$ cat src/rtl/tq_pkg.sv
package tq_pkg;
  // A two-phase side has a request outstanding when the levels differ.
  function automatic logic side_pending(input logic req_lvl, input logic ack_lvl);
    return req_lvl ^ ack_lvl;
  endfunction

  // An output request counts as answered once the levels match again.
  function automatic logic side_answered(input logic req_lvl, input logic ack_lvl);
    return ~(req_lvl ^ ack_lvl);
  endfunction
endpackage

$ cat src/rtl/tq_in_ctl.sv
module tq_in_ctl
  import tq_pkg::*;
(
  input  logic clk,
  input  logic rst_n,
  input  logic init,
  input  logic in_req,
  input  logic slot_full,
  output logic in_ack,
  output logic load_stb
);
  logic ack_q;

  assign load_stb = !init && side_pending(in_req, ack_q) && !slot_full;
  assign in_ack   = ack_q;

  always_ff @(posedge clk or negedge rst_n) begin
    if (!rst_n)        ack_q <= 1'b0;
    else if (init)     ack_q <= 1'b0;
    else if (load_stb) ack_q <= ~ack_q;
  end

  // a full slot freezes the producer acknowledge
  p_ack_hold_r4: assert property (@(posedge clk) disable iff (!rst_n || init)
    slot_full |=> $stable(in_ack));
endmodule

$ cat src/rtl/tq_slot.sv
module tq_slot #(
  parameter int DATA_W = 8
) (
  input  logic              clk,
  input  logic              rst_n,
  input  logic              init,
  input  logic              load_stb,
  input  logic              drain_evt,
  input  logic [DATA_W-1:0] in_data,
  output logic              slot_full,
  output logic [DATA_W-1:0] slot_data
);
  always_ff @(posedge clk or negedge rst_n) begin
    if (!rst_n)         slot_full <= 1'b0;
    else if (init)      slot_full <= 1'b0;
    else if (load_stb)  slot_full <= 1'b1;
    else if (drain_evt) slot_full <= 1'b0;
  end

  always_ff @(posedge clk or negedge rst_n) begin
    if (!rst_n)        slot_data <= '0;
    else if (load_stb) slot_data <= in_data;
  end

  // a load makes the captured word visible on the next cycle
  p_load_capture_r2: assert property (@(posedge clk) disable iff (!rst_n || init)
    load_stb |=> (slot_full && slot_data == $past(in_data)));
endmodule

$ cat src/rtl/tq_out_ctl.sv
module tq_out_ctl
  import tq_pkg::*;
(
  input  logic clk,
  input  logic rst_n,
  input  logic init,
  input  logic slot_full,
  input  logic out_ack,
  output logic out_req,
  output logic issue_evt,
  output logic drain_evt
);
  logic req_q;
  logic sent_q;

  assign issue_evt = !init && slot_full && !sent_q;
  assign drain_evt = !init && slot_full && sent_q && side_answered(req_q, out_ack);
  assign out_req   = req_q;

  always_ff @(posedge clk or negedge rst_n) begin
    if (!rst_n) begin
      req_q  <= 1'b0;
      sent_q <= 1'b0;
    end else if (init) begin
      req_q  <= 1'b0;
      sent_q <= 1'b0;
    end else if (issue_evt) begin
      req_q  <= ~req_q;
      sent_q <= 1'b1;
    end else if (drain_evt) begin
      sent_q <= 1'b0;
    end
  end

  // an empty slot never issues a request
  p_empty_quiet_r7: assert property (@(posedge clk) disable iff (!rst_n || init)
    !slot_full |=> $stable(out_req));
  // the rise of the full flag is followed by a single request toggle
  p_req_after_full_r5: assert property (@(posedge clk) disable iff (!rst_n || init)
    $rose(slot_full) |=> (out_req != $past(out_req)));
endmodule

$ cat src/rtl/tq_stage.sv
module tq_stage #(
  parameter int DATA_W = 8
) (
  input  logic              clk,
  input  logic              rst_n,
  input  logic              init,
  input  logic              in_req,
  output logic              in_ack,
  input  logic [DATA_W-1:0] in_data,
  output logic              out_req,
  input  logic              out_ack,
  output logic [DATA_W-1:0] out_data
);
  logic load_stb;
  logic drain_evt;
  logic issue_evt;
  logic slot_full;

  tq_in_ctl u_in (
    .clk(clk), .rst_n(rst_n), .init(init), .in_req(in_req),
    .slot_full(slot_full), .in_ack(in_ack), .load_stb(load_stb)
  );

  tq_slot #(.DATA_W(DATA_W)) u_slot (
    .clk(clk), .rst_n(rst_n), .init(init), .load_stb(load_stb),
    .drain_evt(drain_evt), .in_data(in_data),
    .slot_full(slot_full), .slot_data(out_data)
  );

  tq_out_ctl u_out (
    .clk(clk), .rst_n(rst_n), .init(init), .slot_full(slot_full),
    .out_ack(out_ack), .out_req(out_req),
    .issue_evt(issue_evt), .drain_evt(drain_evt)
  );

  // initialisation drives both handshake outputs low and empties the slot
  p_init_clear_r1: assert property (@(posedge clk) disable iff (!rst_n)
    init |=> (!in_ack && !out_req && !slot_full));
  // a load toggles the producer acknowledge on the same edge
  p_ack_on_load_r3: assert property (@(posedge clk) disable iff (!rst_n || init)
    load_stb |=> (in_ack != $past(in_ack)));
  // an answered output request frees the slot
  p_drain_empties_r6: assert property (@(posedge clk) disable iff (!rst_n || init)
    drain_evt |=> !slot_full);
  // the offered word holds while the consumer has not answered
  p_data_hold_r8: assert property (@(posedge clk) disable iff (!rst_n || init)
    (out_req != out_ack) |=> $stable(out_data));
  // the output side issues at most one request per fill
  p_single_issue_r7: assert property (@(posedge clk) disable iff (!rst_n || init)
    issue_evt |=> !issue_evt);
endmodule

$ cat config.mk
export PLATFORM = sky130hd
export DESIGN_NAME = tq_stage
export DESIGN_NICKNAME = d
export VERILOG_FILES = /design/src/rtl/tq_pkg.sv /design/src/rtl/tq_in_ctl.sv /design/src/rtl/tq_slot.sv /design/src/rtl/tq_out_ctl.sv /design/src/rtl/tq_stage.sv
export SDC_FILE = /design/constraint.sdc
export NUM_CORES = 1
export LEC_CHECK = 0
export BUFFER_PORTS_ARGS = -buffer_cell sky130_fd_sc_hd__buf_2
export CAP_MARGIN = 10
export CORE_UTILIZATION = 35
export CTS_CLUSTER_DIAMETER = 80
export DETAILED_ROUTE_END_ITERATION = 10
export HOLD_SLACK_MARGIN = 0.1
export PLACE_DENSITY = 0.63
export SETUP_SLACK_MARGIN = 0.1
export SKIP_CTS_REPAIR_TIMING = 1
export SLEW_MARGIN = 20
export SYNTH_ARGS = -nofsm -noshare
export SYNTH_HDL_FRONTEND = slang
export SYNTH_HIERARCHICAL = 1
export SYNTH_SLANG_ARGS = --single-unit
$ cat constraint.sdc
create_clock -name clk -period 1.65 [get_ports clk]
set_clock_uncertainty 0.1 [all_clocks]
set_input_delay 0.33 -clock clk [delete_from_list [all_inputs] [get_ports clk]]
set_output_delay 0.33 -clock clk [all_outputs]
set_load 0.02 [all_outputs]
==> results.md, run 1 <==
* Outcome: finished clean
* WP buf/inv at 1
* Worst-path cell chain: xnor2_1, nor3_2, buf_4, mux2_4
* Tot GR Track Use at 12.0%
* CP startpoint kind: register
* Final ANT Viol Nets at 0
* Critical Path AT at 1440 ps
* Hold Crit Class: input port to register
* Synth Area per Inst at 15.3 µm²
* Syn Inst Count at 35
* I/O Pins at 23
* Clock sinks at 12
* DR vias at 353
* Layout cell share with drive strength beyond 1 at 61.9%
* CP max-delay cell: dfrtp_1
* TritonCTS Buffers at 3
* Top Family by Delay on Critical Path: flip-flops
* PD cells at 1280 nW/µm²
* TNS Setup at 0 ps
* Placed cells at 73
* # setup viols final at 0
* Fill count at 127
* FP Rows at 13
* DRT iter0 DRCs at 2
* Core ar. at 1370 µm²
* CTS tree: yes
* Effective utilization at floorplan at 39.1%
* DRT Pass-1 Iters at 4
* Final min period at 1380 ps
* RSZ-0062 raised after global routing: no
* Die Ht at 41.1 µm
* CP max FO at 9
* CTS Root Cell: clkbuf_4
* Worst EP required at 1710 ps
* Clock tree buffer depth at 2
* Most frequent cells in the layout: 22 x buf_2, 12 x dfrtp_1, 8 x mux2_4
* Clock Latency Late Sink at 270 ps
* Initial antenna violation count at 0
* Fmax at 0.724 GHz
* Placer congestion estimate at 0.654
* CP Capture Type: register
* Area growth syn-to-layout at 33.5%
* Max transition margin at 82.3%
* Max-cap violations at 0
* Wire per inst at 11.1 µm
* Fin. Hold Viols at 0
* First-pass GRT wire length at 1200 µm
* P_leak at 0.366 nW
* Slew @ Worst Pin at 265 ps
* Max-slew violations at 0
* Dpl hpwl at 625 µm
* Finished Layout Cells at 78
* H-tree depth at 1
* Nets at 77
* Final wirelength at 864 µm
* Number of global-route vias before repair at 288
* Largest net degree at the start of global routing at 13
* Ant. Diodes at 0
* Most common cell after layout, fill and taps aside: buf_2
* CP max stage delay at 400 ps
* Die width at 41.1 µm
* CTS clk-pin slew, worst paths at 70 ps
* Die Area at 1690 µm²
* Kind of critical path: register to register
* Residual DRC at 0
* Buffers on Ports at 22
* Tcrit/Tclk final at 83.7%
* YS warnings at 6
* Syn nets at 48
* Grt ovf at 0
* Synthesized cell area at 534 µm²
* Peak supply drop at 0.463 mV
* Via density at 4.53
==> per-layer routing <==
metal / global-route usage [%] / wire (µm) / vias to the layer above
met1: 12.0 / 437 / 157
met2: 18.0 / 362 / 19
met3: 8.15 / 64 / 0
met5: 0 / 0 / -
met4: 7.50 / 0 / 0
li1: - / - / 177
==> worst paths after layout <==
check                                           startpoint                               to  slack, ps  cells after the start
setup / recovery                   u_in/in_ack$_DFFE_PN0P_  u_slot/slot_data[0]$_DFFE_PN0P_        270                      4
hold / removal                                  in_data[2]  u_slot/slot_data[2]$_DFFE_PN0P_        180                      2
setup reg to reg                   u_in/in_ack$_DFFE_PN0P_  u_slot/slot_data[0]$_DFFE_PN0P_        270                      4
hold reg to reg            u_slot/slot_data[2]$_DFFE_PN0P_  u_slot/slot_data[2]$_DFFE_PN0P_        410                      1
max in group asynchronous                            rst_n         u_out/sent_q$_DFFE_PN0P_        890                      2
min in group asynchronous                            rst_n  u_slot/slot_data[4]$_DFFE_PN0P_        350                      2
==> sequential cells by signal, summed over array words and instances, names as in the netlist <==
name and flops:
u_slot/slot_data 8, u_slot/slot_full 1, u_out/out_req 1, u_out/sent_q 1, u_in/in_ack 1
==> stage by stage <==
| step | cell area, µm² | setup WS [ps] | util, % | total power, mW | hold WS (ps) |
|---|---|---|---|---|---|
| floorplan | 534 | 220 | - | 0.593 | -65.6 |
| global placement | 667 | 234 | 48.8 | 0.685 | 120 |
| detailed placement | 667 | 214 | 48.8 | 0.686 | 118 |
| CTS | 703 | 255 | 51.5 | 0.921 | -179 |
| global route | 713 | 209 | 52.2 | 0.971 | 164 |
| finish | 713 | 269 | 52.2 | 0.911 | 185 |
==> area by class of cell <==
cell class / instances / area, µm² / area share [%]
flip-flops and latches: 12 / 300 / 42.1
multi-input cells: 21 / 219 / 30.7
repair buffers: 25 / 135 / 18.9
clock buffers: 4 / 36.3 / 5.09
well taps: 15 / 18.8 / 2.63
inverters: 1 / 3.75 / 0.526
==> power breakdown <==
part	leakage [nW]	switching, mW	total (mW)	internal [mW]
clock	0.0210	0.0971	0.231	0.134
combinational	0.198	0.141	0.289	0.147
sequential	0.147	0.0352	0.392	0.356
total	0.366	0.274	0.911	0.638
Note: power is estimated with default switching activity, not from simulation.
==> run 2, diff against run 1 <==
clock period = 1.3 ns   (was 1.65 ns; I/O delays follow)
==> run 2 against run 1 <==
  * The run now ends with setup timing left
  * First-iteration DRC count shrank 50%
  * Maximum frequency decreased by 0.54%
  * Flip-flop and latch count unchanged
  * Via count is 3.1% higher
  * Design area rose by 9.1%
  * Combinational power is 52% higher
  * Worst hold slack got worse by 70 ps
  * Highest routed layer unchanged
==> results.md, run 2 (synthesized netlist as in run 1, its figures left out) <==
* Outcome: complete, but fails checks (was finished clean)
* Violated checks: setup timing
* # setup viols final at 8 (was 0)
* Effective utilization at floorplan at 39.1% (unchanged)
* RSZ-0062 raised after global routing: yes (was no)
* Clock sinks at 12 (unchanged)
* Ant. Diodes at 0 (unchanged)
* Fin. Hold Viols at 0 (unchanged)
* Critical Path AT at 1430 ps (was 1440 ps)
* Tcrit/Tclk final at 107% (was 83.7%)
* H-tree depth at 1 (unchanged)
* Die Area at 1690 µm² (unchanged)
* Nets at 81 (was 77)
* Largest net degree at the start of global routing at 13 (unchanged)
* CP Capture Type: register (unchanged)
* Wire per inst at 11.1 µm (about the same)
* Final ANT Viol Nets at 0 (unchanged)
* CTS Root Cell: clkbuf_4 (unchanged)
* Via density at 4.44 (was 4.53)
* Largest Register: u_slot/slot_data (unchanged)
* Layout cell share with drive strength beyond 1 at 68.7% (was 61.9%)
* Pre-CTS setup slack at -80.6 ps (was 214 ps)
* Max-cap violations at 0 (unchanged)
* Max transition margin at 82.7% (was 82.3%)
* Slew @ Worst Pin at 259 ps (was 265 ps)
* Final wirelength at 908 µm (was 864 µm)
* CTS clk-pin slew, worst paths at 80 ps (was 70 ps)
* Final min period at 1390 ps (was 1380 ps)
* Buffers on Ports at 22 (unchanged)
* TNS Setup at -616 ps (was 0 ps)
* Residual DRC at 0 (unchanged)
* Die width at 41.1 µm (unchanged)
* Tot GR Track Use at 12.1% (was 12.0%)
* Dpl cell area at 684 µm² (was 667 µm²)
* Final core occ at 57.0% (was 52.2%)
* Placer congestion estimate at 0.693 (was 0.654)
* Fmax at 0.720 GHz (was 0.724 GHz)
* Core ar. at 1370 µm² (unchanged)
* DR vias at 364 (was 353)
* P_leak at 0.390 nW (was 0.366 nW)
* Number of global-route vias before repair at 289 (was 288)
* Hold Crit Class: input port to register (unchanged)
* Grt ovf at 0 (unchanged)
* Design Area, Final at 778 µm² (was 713 µm²)
* Peak supply drop at 0.752 mV (was 0.463 mV)
* TritonCTS Buffers at 3 (unchanged)
* Worst EP required at 1340 ps (was 1710 ps)
* DRT Pass-1 Iters at 4 (unchanged)
* FP Rows at 13 (unchanged)
* I/O Pins at 23 (unchanged)
* CP max FO at 9 (unchanged)
* First-pass GRT wire length at 1250 µm (was 1200 µm)
* Clock tree buffer depth at 2 (unchanged)
* Area growth syn-to-layout at 45.7% (was 33.5%)
* Initial antenna violation count at 0 (unchanged)
* Most common cell after layout, fill and taps aside: buf_2 (unchanged)
* DRT iter0 DRCs at 1 (was 2)
* Fill count at 131 (was 127)
* Max-slew violations at 0 (unchanged)
* CTS tree: yes (unchanged)
* Most frequent cells in the layout: 17 x buf_2, 10 x dfrtp_1, 8 x mux2_4 (was 22 x buf_2, 12 x dfrtp_1, 8 x mux2_4)
* Max reg flops at 8 (unchanged)
* CP startpoint kind: register (unchanged)
* PD cells at 1510 nW/µm² (was 1280 nW/µm²)
* Kind of critical path: register to register (unchanged)
* Clock Latency Late Sink at 270 ps (about the same)
* Final WS setup at -88.3 ps (was 269 ps)
* Die Ht at 41.1 µm (unchanged)
-- run 2: changes by cell type in the layout (fill, tap and decap cells not counted), sizes merged --
cell / change
buf: +4
-- run 2: through the flow --
stage	hold WS (ps)	total power, mW	std cells
after global routing	102	1.24	82
final	115	1.18	82
after floorplan	-136	0.754	35
after detailed placement	47.6	0.882	75
after global placement	51.7	0.878	75
after CTS	-248	1.12	79
-- run 2: per-layer routing --
metal	track usage [%]	up-vias	routed length, µm
met1	18.1	163	427
li1	-	186	-
met4	5.00	0	0
met5	0	-	0
met2	14.8	15	425
met3	4.89	0	56
-- run 2: area by class of cell --
class | instances | area [µm²] | share of cell area, %
inverter | 1 | 3.75 | 0.482
tap | 15 | 18.8 | 2.41
sequential | 12 | 303 | 38.9
clock buffer | 4 | 26.3 | 3.38
timing repair buffer | 29 | 196 | 25.2
multi-input combinational | 21 | 230 | 29.6
-- run 2: critical path, stage by stage (launching register included) --
cell and delay [ps]:
dfrtp_2 410, xnor2_1 130, nor3_2 130, buf_6 190
mux2_4 310
-- run 2: report_power, final --
part           switching [mW]  internal (mW)  leakage [nW]
clock network           0.114          0.118        0.0150
registers              0.0521          0.454         0.144
logic                   0.190          0.248         0.231
total                   0.356          0.821         0.390
-- run 2: worst paths after layout --
check | start | endpoint | slack [ps] | cells after the start
setup / recovery | u_in/in_ack$_DFFE_PN0P_ | u_slot/slot_data[3]$_DFFE_PN0P_ | -90 | 4
hold / removal | in_data[6] | u_slot/slot_data[6]$_DFFE_PN0P_ | 110 | 2
setup reg to reg | u_in/in_ack$_DFFE_PN0P_ | u_slot/slot_data[3]$_DFFE_PN0P_ | -90 | 4
hold reg to reg | u_slot/slot_data[1]$_DFFE_PN0P_ | u_slot/slot_data[1]$_DFFE_PN0P_ | 420 | 1
max in group asynchronous | rst_n | u_out/out_req$_DFFE_PN0P_ | 580 | 2
min in group asynchronous | rst_n | u_slot/slot_data[0]$_DFFE_PN0P_ | 300 | 2
